**src/rtl/cal_interp_pkg.sv**
```systemverilog
package cal_interp_pkg;

  typedef enum logic [1:0] {
    ST_IDLE,
    ST_SEARCH,
    ST_MULT,
    ST_DIV
  } state_t;

  // Raw code of entry i when the raw column rises with temperature
  function automatic int rise_code(input int i);
    return 400 + 8 * i + (i * i) / 8;
  endfunction

  // Raw code of entry i when the raw column falls with temperature
  function automatic int fall_code(input int i);
    return 3800 - 9 * i - (i * i) / 16;
  endfunction

  // Temperature of entry i in millidegrees
  function automatic int point_temp(input int i);
    return -40000 + 5000 * i;
  endfunction

endpackage

```
**src/rtl/cal_table_rom.sv**
```systemverilog
module cal_table_rom #(
  parameter int N_ENTRIES = 34,
  parameter int RAW_W     = 12,
  parameter int TEMP_W    = 20,
  parameter int ASCENDING = 1,
  parameter int IDX_W     = $clog2(N_ENTRIES)
) (
  input  logic [IDX_W-1:0]         idx,
  output logic [RAW_W-1:0]         cur_raw,
  output logic signed [TEMP_W-1:0] cur_temp,
  output logic [RAW_W-1:0]         prev_raw,
  output logic signed [TEMP_W-1:0] prev_temp,
  output logic [RAW_W-1:0]         first_raw,
  output logic [RAW_W-1:0]         second_raw,
  output logic [RAW_W-1:0]         last_raw,
  output logic signed [TEMP_W-1:0] first_temp,
  output logic signed [TEMP_W-1:0] last_temp
);
  localparam logic [IDX_W-1:0] LAST_IDX = IDX_W'(N_ENTRIES - 1);

  logic [RAW_W-1:0]         raw_tab  [N_ENTRIES];
  logic signed [TEMP_W-1:0] temp_tab [N_ENTRIES];

  for (genvar g = 0; g < N_ENTRIES; g++) begin : g_entry
    if (ASCENDING != 0) begin : g_rise
      assign raw_tab[g] = RAW_W'(cal_interp_pkg::rise_code(g));
    end else begin : g_fall
      assign raw_tab[g] = RAW_W'(cal_interp_pkg::fall_code(g));
    end
    assign temp_tab[g] = TEMP_W'(cal_interp_pkg::point_temp(g));
  end

  logic [IDX_W-1:0] cur_i, prev_i;
  assign cur_i  = (idx > LAST_IDX) ? LAST_IDX : idx;
  assign prev_i = (cur_i == '0) ? '0 : cur_i - IDX_W'(1);

  assign cur_raw    = raw_tab[cur_i];
  assign cur_temp   = temp_tab[cur_i];
  assign prev_raw   = raw_tab[prev_i];
  assign prev_temp  = temp_tab[prev_i];
  assign first_raw  = raw_tab[0];
  assign second_raw = raw_tab[1];
  assign last_raw   = raw_tab[N_ENTRIES-1];
  assign first_temp = temp_tab[0];
  assign last_temp  = temp_tab[N_ENTRIES-1];

endmodule

```
**src/rtl/cal_div.sv**
```systemverilog
module cal_div #(
  parameter int W     = 34,
  parameter int OUT_W = 20
) (
  input  logic                    clk,
  input  logic                    rst_n,
  input  logic                    start,
  input  logic signed [W-1:0]     num,
  input  logic signed [W-1:0]     den,
  output logic                    busy,
  output logic                    done,
  output logic signed [OUT_W-1:0] quo
);
  localparam int CW = $clog2(W + 1);

  function automatic logic [W-1:0] magnitude(input logic signed [W-1:0] v);
    return v[W-1] ? $unsigned(-v) : $unsigned(v);
  endfunction

  logic          run;
  logic [CW-1:0] cnt;
  logic [W-1:0]  dvd, dmag, q;
  logic [W:0]    rem;
  logic          neg;

  logic [W:0]    rem_sh, trial;
  logic          fits;

  always_comb begin
    rem_sh = {rem[W-1:0], dvd[W-1]};
    trial  = rem_sh - {1'b0, dmag};
    fits   = ~trial[W];
  end

  always_ff @(posedge clk or negedge rst_n) begin
    if (!rst_n) begin
      run  <= 1'b0;
      done <= 1'b0;
      cnt  <= '0;
      dvd  <= '0;
      dmag <= '0;
      q    <= '0;
      rem  <= '0;
      neg  <= 1'b0;
    end else begin
      done <= 1'b0;
      if (start && !run) begin
        run  <= 1'b1;
        cnt  <= CW'(W);
        dvd  <= magnitude(num);
        dmag <= magnitude(den);
        q    <= '0;
        rem  <= '0;
        neg  <= num[W-1] ^ den[W-1];
      end else if (run) begin
        dvd <= {dvd[W-2:0], 1'b0};
        q   <= {q[W-2:0], fits};
        rem <= fits ? trial : rem_sh;
        cnt <= cnt - CW'(1);
        if (cnt == CW'(1)) begin
          run  <= 1'b0;
          done <= 1'b1;
        end
      end
    end
  end

  assign busy = run;
  assign quo  = OUT_W'(neg ? -$signed(q) : $signed(q));


  div_nonzero_chk: assert property (@(posedge clk) disable iff (!rst_n)
    start |-> den != '0);


  div_rem_chk: assert property (@(posedge clk) disable iff (!rst_n)
    done |-> rem < {1'b0, dmag});

endmodule

```
**src/rtl/cal_interp.sv**
```systemverilog
module cal_interp #(
  parameter int N_ENTRIES = 34,
  parameter int RAW_W     = 12,
  parameter int TEMP_W    = 20,
  parameter int ASCENDING = 1
) (
  input  logic                     clk,
  input  logic                     rst_n,
  input  logic                     start,
  input  logic [RAW_W-1:0]         raw_in,
  output logic                     busy,
  output logic                     done,
  output logic signed [TEMP_W-1:0] temp_out
);
  import cal_interp_pkg::*;

  localparam int IDX_W  = $clog2(N_ENTRIES);
  localparam int PROD_W = TEMP_W + RAW_W + 2;
  localparam logic [IDX_W-1:0] LAST_IDX = IDX_W'(N_ENTRIES - 1);

  // Numerator of the interpolation: (ta - tb) * (r - ra)
  function automatic logic signed [PROD_W-1:0] interp_num(
    input logic signed [TEMP_W-1:0] ta,
    input logic signed [TEMP_W-1:0] tb,
    input logic [RAW_W-1:0]         r,
    input logic [RAW_W-1:0]         ra);
    logic signed [PROD_W-1:0] dt, dr;
    dt = PROD_W'(ta) - PROD_W'(tb);
    dr = $signed(PROD_W'(r)) - $signed(PROD_W'(ra));
    return dt * dr;
  endfunction

  // Denominator of the interpolation: ra - rb
  function automatic logic signed [PROD_W-1:0] interp_den(
    input logic [RAW_W-1:0] ra,
    input logic [RAW_W-1:0] rb);
    return $signed(PROD_W'(ra)) - $signed(PROD_W'(rb));
  endfunction

  state_t                   state;
  logic [RAW_W-1:0]         raw_q;
  logic [IDX_W-1:0]         idx;
  logic [RAW_W-1:0]         a_raw, b_raw;
  logic signed [TEMP_W-1:0] a_temp, b_temp;

  logic [RAW_W-1:0]         cur_raw, prev_raw, first_raw, second_raw, last_raw;
  logic signed [TEMP_W-1:0] cur_temp, prev_temp, first_temp, last_temp;

  cal_table_rom #(
    .N_ENTRIES (N_ENTRIES),
    .RAW_W     (RAW_W),
    .TEMP_W    (TEMP_W),
    .ASCENDING (ASCENDING),
    .IDX_W     (IDX_W)
  ) u_rom (
    .idx        (idx),
    .cur_raw    (cur_raw),
    .cur_temp   (cur_temp),
    .prev_raw   (prev_raw),
    .prev_temp  (prev_temp),
    .first_raw  (first_raw),
    .second_raw (second_raw),
    .last_raw   (last_raw),
    .first_temp (first_temp),
    .last_temp  (last_temp)
  );

  // Named events used by the control logic and the assertions
  logic desc_tab, accept, clamp_lo_hit, clamp_hi_hit;
  logic in_search, match_hit, past_hit, bracket_hit;
  logic div_start, div_busy, div_done;
  logic signed [TEMP_W-1:0] div_quo;

  assign desc_tab     = first_raw > second_raw;
  assign accept       = start && (state == ST_IDLE);
  assign clamp_lo_hit = desc_tab ? (raw_in >= first_raw) : (raw_in <= first_raw);
  assign clamp_hi_hit = desc_tab ? (raw_in <= last_raw)  : (raw_in >= last_raw);
  assign in_search    = state == ST_SEARCH;
  assign match_hit    = in_search && (raw_q == cur_raw);
  assign past_hit     = in_search && !match_hit &&
                        (desc_tab ? (raw_q > cur_raw) : (raw_q < cur_raw));
  assign bracket_hit  = past_hit || (in_search && !match_hit && idx == LAST_IDX);
  assign div_start    = state == ST_MULT;

  cal_div #(
    .W     (PROD_W),
    .OUT_W (TEMP_W)
  ) u_div (
    .clk   (clk),
    .rst_n (rst_n),
    .start (div_start),
    .num   (interp_num(a_temp, b_temp, raw_q, a_raw)),
    .den   (interp_den(a_raw, b_raw)),
    .busy  (div_busy),
    .done  (div_done),
    .quo   (div_quo)
  );

  always_ff @(posedge clk or negedge rst_n) begin
    if (!rst_n) begin
      state    <= ST_IDLE;
      raw_q    <= '0;
      idx      <= '0;
      a_raw    <= '0;
      b_raw    <= '0;
      a_temp   <= '0;
      b_temp   <= '0;
      temp_out <= '0;
      done     <= 1'b0;
    end else begin
      done <= 1'b0;
      unique case (state)
        ST_IDLE: begin
          if (accept) begin
            raw_q <= raw_in;
            if (clamp_lo_hit) begin
              temp_out <= first_temp;
              done     <= 1'b1;
            end else if (clamp_hi_hit) begin
              temp_out <= last_temp;
              done     <= 1'b1;
            end else begin
              idx   <= IDX_W'(1);
              state <= ST_SEARCH;
            end
          end
        end
        ST_SEARCH: begin
          if (match_hit) begin
            temp_out <= cur_temp;
            done     <= 1'b1;
            state    <= ST_IDLE;
          end else if (bracket_hit) begin
            a_raw  <= prev_raw;
            a_temp <= prev_temp;
            b_raw  <= cur_raw;
            b_temp <= cur_temp;
            state  <= ST_MULT;
          end else begin
            idx <= idx + IDX_W'(1);
          end
        end
        ST_MULT: state <= ST_DIV;
        ST_DIV: begin
          if (div_done) begin
            temp_out <= a_temp + div_quo;
            done     <= 1'b1;
            state    <= ST_IDLE;
          end
        end
        default: state <= ST_IDLE;
      endcase
    end
  end

  assign busy = state != ST_IDLE;


  done_idle_chk: assert property (@(posedge clk) disable iff (!rst_n)
    done |-> !busy);


  busy_ignore_chk: assert property (@(posedge clk) disable iff (!rst_n)
    (busy && start) |=> $stable(raw_q));


  search_step_chk: assert property (@(posedge clk) disable iff (!rst_n)
    (in_search && $past(state == ST_SEARCH)) |-> idx == $past(idx) + IDX_W'(1));


  search_bound_chk: assert property (@(posedge clk) disable iff (!rst_n)
    in_search |-> (idx >= IDX_W'(1)) && (idx <= LAST_IDX));


  match_out_chk: assert property (@(posedge clk) disable iff (!rst_n)
    match_hit |=> done && temp_out == $past(cur_temp));


  result_range_chk: assert property (@(posedge clk) disable iff (!rst_n)
    done |-> (temp_out >= first_temp) && (temp_out <= last_temp));


  div_idle_chk: assert property (@(posedge clk) disable iff (!rst_n)
    div_start |-> !div_busy);

endmodule

```
**config.mk**
```make
export PLATFORM = sky130hd
export DESIGN_NAME = cal_interp
export DESIGN_NICKNAME = d
export VERILOG_FILES = /design/src/rtl/cal_interp_pkg.sv /design/src/rtl/cal_table_rom.sv /design/src/rtl/cal_div.sv /design/src/rtl/cal_interp.sv
export SDC_FILE = /design/constraint.sdc
export NUM_CORES = 1
export LEC_CHECK = 0
export BUFFER_PORTS_ARGS = -buffer_cell sky130_fd_sc_hd__buf_2
export CORE_MARGIN = 10
export CORE_UTILIZATION = 50
export CTS_CLUSTER_DIAMETER = 200
export DETAILED_ROUTE_END_ITERATION = 8
export GPL_ROUTABILITY_DRIVEN = 0
export PLACE_DENSITY_LB_ADDON = 0.05
export SYNTH_ARGS = -nofsm -noshare
export SYNTH_HDL_FRONTEND = slang
export SYNTH_SLANG_ARGS = --single-unit
```
**constraint.sdc**
```tcl
create_clock -name clk -period 9.2 [get_ports clk]
set_clock_uncertainty 0.05 [all_clocks]
set_input_delay 1.84 -clock clk [delete_from_list [all_inputs] [get_ports clk]]
set_output_delay 1.84 -clock clk [all_outputs]
set_load 0.1 [all_outputs]
```
* Word level (Yosys, flattened, before mapping)
Memories as Yosys holds them, arrays and structs flattened. A register that Yosys moved wholly into a read port is not among the register bits.
Index checks and enable logic that the tools add are counted.
** Cells by class
- Equal/unequal tests :: 15
- Reduce and logical (&&, ||, !) cells :: 22
- $lt $le $gt $ge :: 5
- $add $sub $neg :: 11
- Multiply operators :: 1
- Mux-type cells :: 49
- Bitwise gates (word level) :: 5
** Operator list (count)
- 34-bit two-way mux :: 7
- 20-bit two-way mux :: 10
- 20-bit one-hot mux with 3 select lines :: 1
- 6-bit two-way mux :: 9
- 35-bit by 34-bit subtractor with 35-bit output :: 1
- 21-bit by 13-bit multiplier with 34-bit output :: 1
- 13-bit negation with 34-bit output :: 1
- 34-bit negation :: 1
- 12-bit by 12-bit subtractor with 13-bit output :: 2
- 12-bit two-way mux :: 2
- 20-bit by 20-bit subtractor with 21-bit output :: 1
- 20-bit adder :: 1
- 20-bit negation :: 1
- 6-bit NOT with 7-bit output :: 2
- 12-bit == test :: 1
- 12-bit by 10-bit greater-or-equal comparator with 1-bit output (second input constant) :: 1
- 12-bit by 9-bit <= comparator with 1-bit output (second input constant) :: 1
- 12-bit less-than comparator :: 1
- 2-bit two-way mux :: 6
- 6-bit one-hot mux with 2 select lines :: 1
- 6-bit by 1-bit subtractor with 6-bit output (second input constant) :: 2
- 1-bit two-way mux :: 11
- 2-bit != test (second input constant) :: 5
- 5-bit AND reduction :: 2
- other kinds (24) :: 37
** Storage, ports and cells
- Word-level logic and storage cells :: 127
- Register bits :: 204
- Output and inout port bits :: 22
- Memories kept :: 4
- ROM bits :: 4096
- Bits of input ports :: 15
** Memories
- (no name shown) :: depth 64, width 20, read ports 1, clocked after Yosys merged registers in 1, wr ports 0, line cal_table_rom.sv:40 : assign prev_temp = temp_tab[prev_i];
- (no name shown) :: depth 64, width 20, read ports 1, clocked after Yosys merged registers in 0, wr ports 0, line cal_table_rom.sv:38 : assign cur_temp = temp_tab[cur_i];
- (no name shown) :: depth 64, width 12, read ports 1, clocked after Yosys merged registers in 1, wr ports 0, line cal_table_rom.sv:39 : assign prev_raw = raw_tab[prev_i];
- (no name shown) :: depth 64, width 12, read ports 1, clocked after Yosys merged registers in 0, wr ports 0, line cal_table_rom.sv:37 : assign cur_raw = raw_tab[cur_i];

* Longest topological paths before layout
- Depth in word-level cells :: 15
- Depth in mapped cells :: 37
- Gate-level depth less buffers :: 33

* Modules after synthesis
Synthesis repeated with hierarchy kept, for this count alone.
** Unflattened totals
- Cells, all modules :: 3594
- Area total of the unflattened synthesis :: 30153.9 µm²
** By module, submodules not included
- cal_interp :: area each 18162.4 µm², instances 1, cells each 2015, sequential area each 2627.5 µm²
- cal_div :: area each 9313.9 µm², instances 1, cells each 1143, sequential area each 3278.1 µm²
- cal_table_rom :: area each 2677.6 µm², instances 1, cells each 436, sequential area each 0.0 µm²

* Worst setup path before layout
Ideal clock, no wire load.
- Path kind :: reg2reg
- Start point :: register raw_q[0]
- End point :: register u_div.dvd[6]
- Stages on the path, launching flop included :: 36
- Period minus slack after synthesis :: 9.114 ns
- Buffers on the path :: 4
- Path slack :: 0.086 ns
- Data arrival time :: 8.999 ns
- Path through :: dfrtp_1 > inv_1 > ha_1 > fa_1 > nor2b_1 > o21ai_0 > a21boi_0 > o21ai_0 > a21boi_0 > o21ai_0 > a21boi_0 > o21ai_0 > and2_1 > clkbuf_1 > inv_1 > buf_1 > nor2_1 > fa_1 > fa_1 > fa_1 > fa_1 > fa_1 > ha_1 > ha_1 > clkbuf_1 > and3_1 > a221o_1 > or2_1 > a22o_1 > o211ai_2 > a31oi_1 > or3_1 > buf_2 > or3_1 > a311oi_1 > a21o_1
** Between the ends
- Cells in the longest elaborated chain, start to end :: 5
** Ends and longest elaborated chain
- start, declared :: line cal_interp.sv:41 : logic [RAW_W-1:0] raw_q;
- start signal, assigned :: line cal_interp.sv:115 : raw_q <= raw_in;
- 12-bit by 12-bit subtractor with 13-bit output (*) :: line cal_interp.sv:29 : dr = $signed(PROD_W'(r)) - $signed(PROD_W'(ra));
- 21-bit by 13-bit multiplier with 34-bit output (*) :: line cal_interp.sv:30 : return dt * dr;
- 34-bit negation :: line cal_div.sv:17 : return v[W-1] ? $unsigned(-v) : $unsigned(v);
- 34-bit two-way mux (*) :: line cal_div.sv:17
- 34-bit two-way mux (*) :: line cal_div.sv:47 : if (start && !run) begin
- end signal, assigned :: line cal_div.sv:50 : dvd <= magnitude(num);
- end signal, assigned :: line cal_div.sv:56 : dvd <= {dvd[W-2:0], 1'b0};
- end, declared :: line cal_div.sv:22 : logic [W-1:0] dvd, dmag, q;
Every way passes the cells marked *; elsewhere a longest branch is shown, timed or not.
A chain may end at the register's enable or synchronous reset.

* Worst setup path after layout
- Start point :: register a_temp[3]
- End point :: register u_div.dvd[6]
** Between the ends
- Cells in the longest elaborated chain, start to end :: 5
** Ends and longest elaborated chain
- start, declared :: line cal_interp.sv:44 : logic signed [TEMP_W-1:0] a_temp, b_temp;
- 20-bit by 20-bit subtractor with 21-bit output (*) :: line cal_interp.sv:28 : dt = PROD_W'(ta) - PROD_W'(tb);
- 21-bit by 13-bit multiplier with 34-bit output (*) :: line cal_interp.sv:30
- 34-bit negation :: line cal_div.sv:17
- 34-bit two-way mux (*) :: line cal_div.sv:17
- 34-bit two-way mux (*) :: line cal_div.sv:47
Marks and branches as above.

==> flow_summary_export.csv <==
group,metric,value,unit
timing,fin_setup_tns,0,ps
placed_design,port_buffers,36,
cts,clockBufferDepth,3,
layout,area_growth,9.49,%
layout,antenna_cells,0,
synth,synthDistinctLibCells,76,
synth,yosys.area_share.simple,19.0,%
setup_path,path_max_fanout,7,
floorplan,die_h,241,um
global_route,grt-ovfl-total,0,
floorplan,dieArea,58100,sq um
timing,maxSlewHeadroom,21.6,%
timing,setup_viol,0,
placed_design,dp_hpwl,52400,um
setup_path,start_kind,"flop",
cts,cts_sinks,218,
cts,path_clk_slew,60,ps
synth,ys_ff_latch,218,
timing,fin_crit_sh,96.0,%
timing,hold_viol_final,0,
global_route,grt_pass1_vias,20651,
route,drc_errors,0,
route,wl_per_cell,18.8,um
cts,htree_levels,1,
floorplan,core-area,48000,sq um
synth,synthXorXnorAreaFrac,5.23,%
setup_path,r2r_slack,370,ps
floorplan,start_util,50.9,%
setup_path,path_class,"flop to flop",
setup_path,cpMostUsedCell,"fa_1",
synth,synth_top_family_by_area,"adder cells",
layout,seq_area,5460,sq um
floorplan,die_w,241,um
route,vias,20691,
route,viasPerCell,5.79,
synth,mappedNetlistArea,24400,sq um
timing,period_minus_slack,8830,ps
layout,fin_area,26800,sq um
setup_path,reg2reg_depth,31,
timing,slew_viol_final,0,
global_route,grt_use_total,23.4,%
global_route,grt_pass1_wl,110000,um
timing,fmax,0.113,GHz
setup_path,r2r-end,"u_div.dvd[6]",
synth,synthFlopType,"dfrtp_1",
global_route,grt_max_degree,83,
synth,synth_cells,2904,
synth,synth_warnings,0,
synth,seq_area_frac_synth,22.3,%
cts,hold_buffers,0,
setup_path,crit_end,"u_div.dvd[6]",
synth,synth-edff-count,0,
synth,synth_largest_area_cell,"dfrtp_1",
layout,nNetsFinal,3366,
synth,synth_compound_area_share,17.0,%
setup_path,critPathMaxStageDelay,560,ps
layout,drive_above_1_share,8.93,%
setup_path,end_kind,"flop",
setup_path,crit_required,9660,ps
setup_path,startpoint,"a_temp[3]",
synth,async_flop_share,100,%
run_status,status,"completed",
cts,insertion_delay,570,ps
layout,fillers,4463,
route,final_antenna_net_count,0,
layout,multi_input_area,17500,sq um
global_route,grt_antenna_before_repair,2,
cts,root_buffer,"clkbuf_16",
setup_path,cp.arrival,9290,ps
timing,worst_pin_slew,1170,ps
route,firstDrtPassIters,6,
synth,synth-adder-area-share,28.2,%
synth,syn_area_per_cell,8.42,sq um
floorplan,pin_count,37,
hold_path,min_path_type,"flop to flop",
setup_path,cpMaxStageDelayCell,"or4_4",
placed_design,place_area,25600,sq um
route,drt-initial-drc-count,1707,
synth,synthMuxAreaShare,1.19,%
synth,synth_top_area_share,22.3,%
job,max-cap-violations,0,
cts,cts_tree,"yes",
synth,synthTopCellsByArea,"dfrtp_1 22%, fa_1 18%, ha_1 9.8%",
setup_path,r2r-start,"a_temp[3]",
cts,cts_buffers,27,
synth,syn_nets,3335,
hold_path,min_path_cells,2,
route,routed_wl,67200,um
floorplan,core.rowCount,80,
[registers in the layout, summed over array words and instances (netlist names), named ones only]
name / cells
temp_out: 20
a_raw: 10
b_raw: 10
u_div.rem: 34
idx: 6
a_temp: 15
u_div.done: 1
raw_q: 12
u_div.cnt: 6
u_div.busy: 1
b_temp: 15
state: 1
u_div.dvd: 31
u_div.neg: 1
done: 1
u_div.q: 20
u_div.dmag: 33
[area by class of cell]
class | count | share of cell area (%)
multi-input cells | 2233 | 65.4
flip-flops and latches | 218 | 20.4
inverters | 323 | 4.54
repair buffers | 132 | 3.42
well taps | 615 | 2.88
clock buffers | 36 | 2.84
clock inverters | 14 | 0.570
[worst max-delay path, delay by kind of cell, from the launching register on]
family,cells,cell delay (ps)
AND/OR/NAND/NOR,7,2150
flip-flops,1,370
buffers and inverters,3,290
multiplexers,1,140
AO/OA/AOI/OAI,11,2080
adder cells (fa/ha/maj),9,3680
[worst min path at each step]
| stage | slack (ps) | startpoint | end |
|---|---|---|---|
| 6_report | 420 | temp_out[4] | temp_out[4] |
| 2_1_floorplan | 390 | u_div.cnt[5] | u_div.done |
| 3_3_place_gp | 410 | temp_out[4] | temp_out[4] |
| 3_5_place_dp | 410 | temp_out[4] | temp_out[4] |
| 4_1_cts | 420 | temp_out[4] | temp_out[4] |
| 5_1_grt | 450 | u_div.cnt[5] | u_div.done |
[cell families (layout without fill, tap and decap cells)]
logic type / count (synthesis) / count (layout)
and+or+nand+nor: 1006 / 1007
AOI/OAI and AO/OA: 636 / 636
buffers and inverters: 454 / 505
adders and majority gates: 416 / 416
DFF: 218 / 218
xor gates and xnor gates: 146 / 146
muxes: 28 / 28
[synth_stat cells (all sizes together), types with 19 or more instances]
master and number:
a211oi 22, a21o 36, a21oi 125, a22o 22, a22oi 27, a31oi 30, clkbuf 113, dfrtp 218
fa 225, ha 191, inv 318, mux2i 19, nand2 320, nand2b 45, nand3 134, nor2 281
nor2b 29, nor3 45, o211ai 26, o21ai 179, o311ai 20, o31ai 22, or2 22, or3 35
xnor2 108, xor2 38
[metrics by stage]
step                worst slack (ps)  hold WS [ps]  std cells  utilization (%)
floorplan                       86.4           392       2904                -
global placement                 134           406       3514             53.3
detailed placement              57.9           409       3514             53.3
CTS                             40.8           422       3564             55.2
global route                   -94.5           452       3571             55.7
finish                           369           421       3571             55.7
[per-layer routing]
layer	part of all wire, %	vias up	track usage [%]
met3	4.7	96	2.68
li1	-	9976	-
met5	0	-	0
met1	48	10082	33.6
met4	2.6	0	6.13
met2	45	537	36.8
[timing repair]
| action | CTS | global route |
|---|---|---|
| resized for setup | 0 | 48 |
| endpoints found under the setup margin | 0 | 31 |
| hold endpoints to repair | 0 | 0 |
| buffers inserted | 0 | 6 |
[cells in the final DEF (no fill, tap or decap), drive strengths merged, types with 36 or more instances in the layout]
master / instances
nand2: 320
inv: 319
nor2: 281
fa: 225
dfrtp: 218
ha: 191
o21ai: 179
nand3: 134
buf: 132
a21oi: 125
xnor2: 108
nand2b: 45
nor3: 45
xor2: 38
a21o: 36
or3: 36
clkbuf: 36
Power is left out: the tool's default activity adds up to more than one toggle a clock period on the data nets, which glitch-free logic cannot reach.
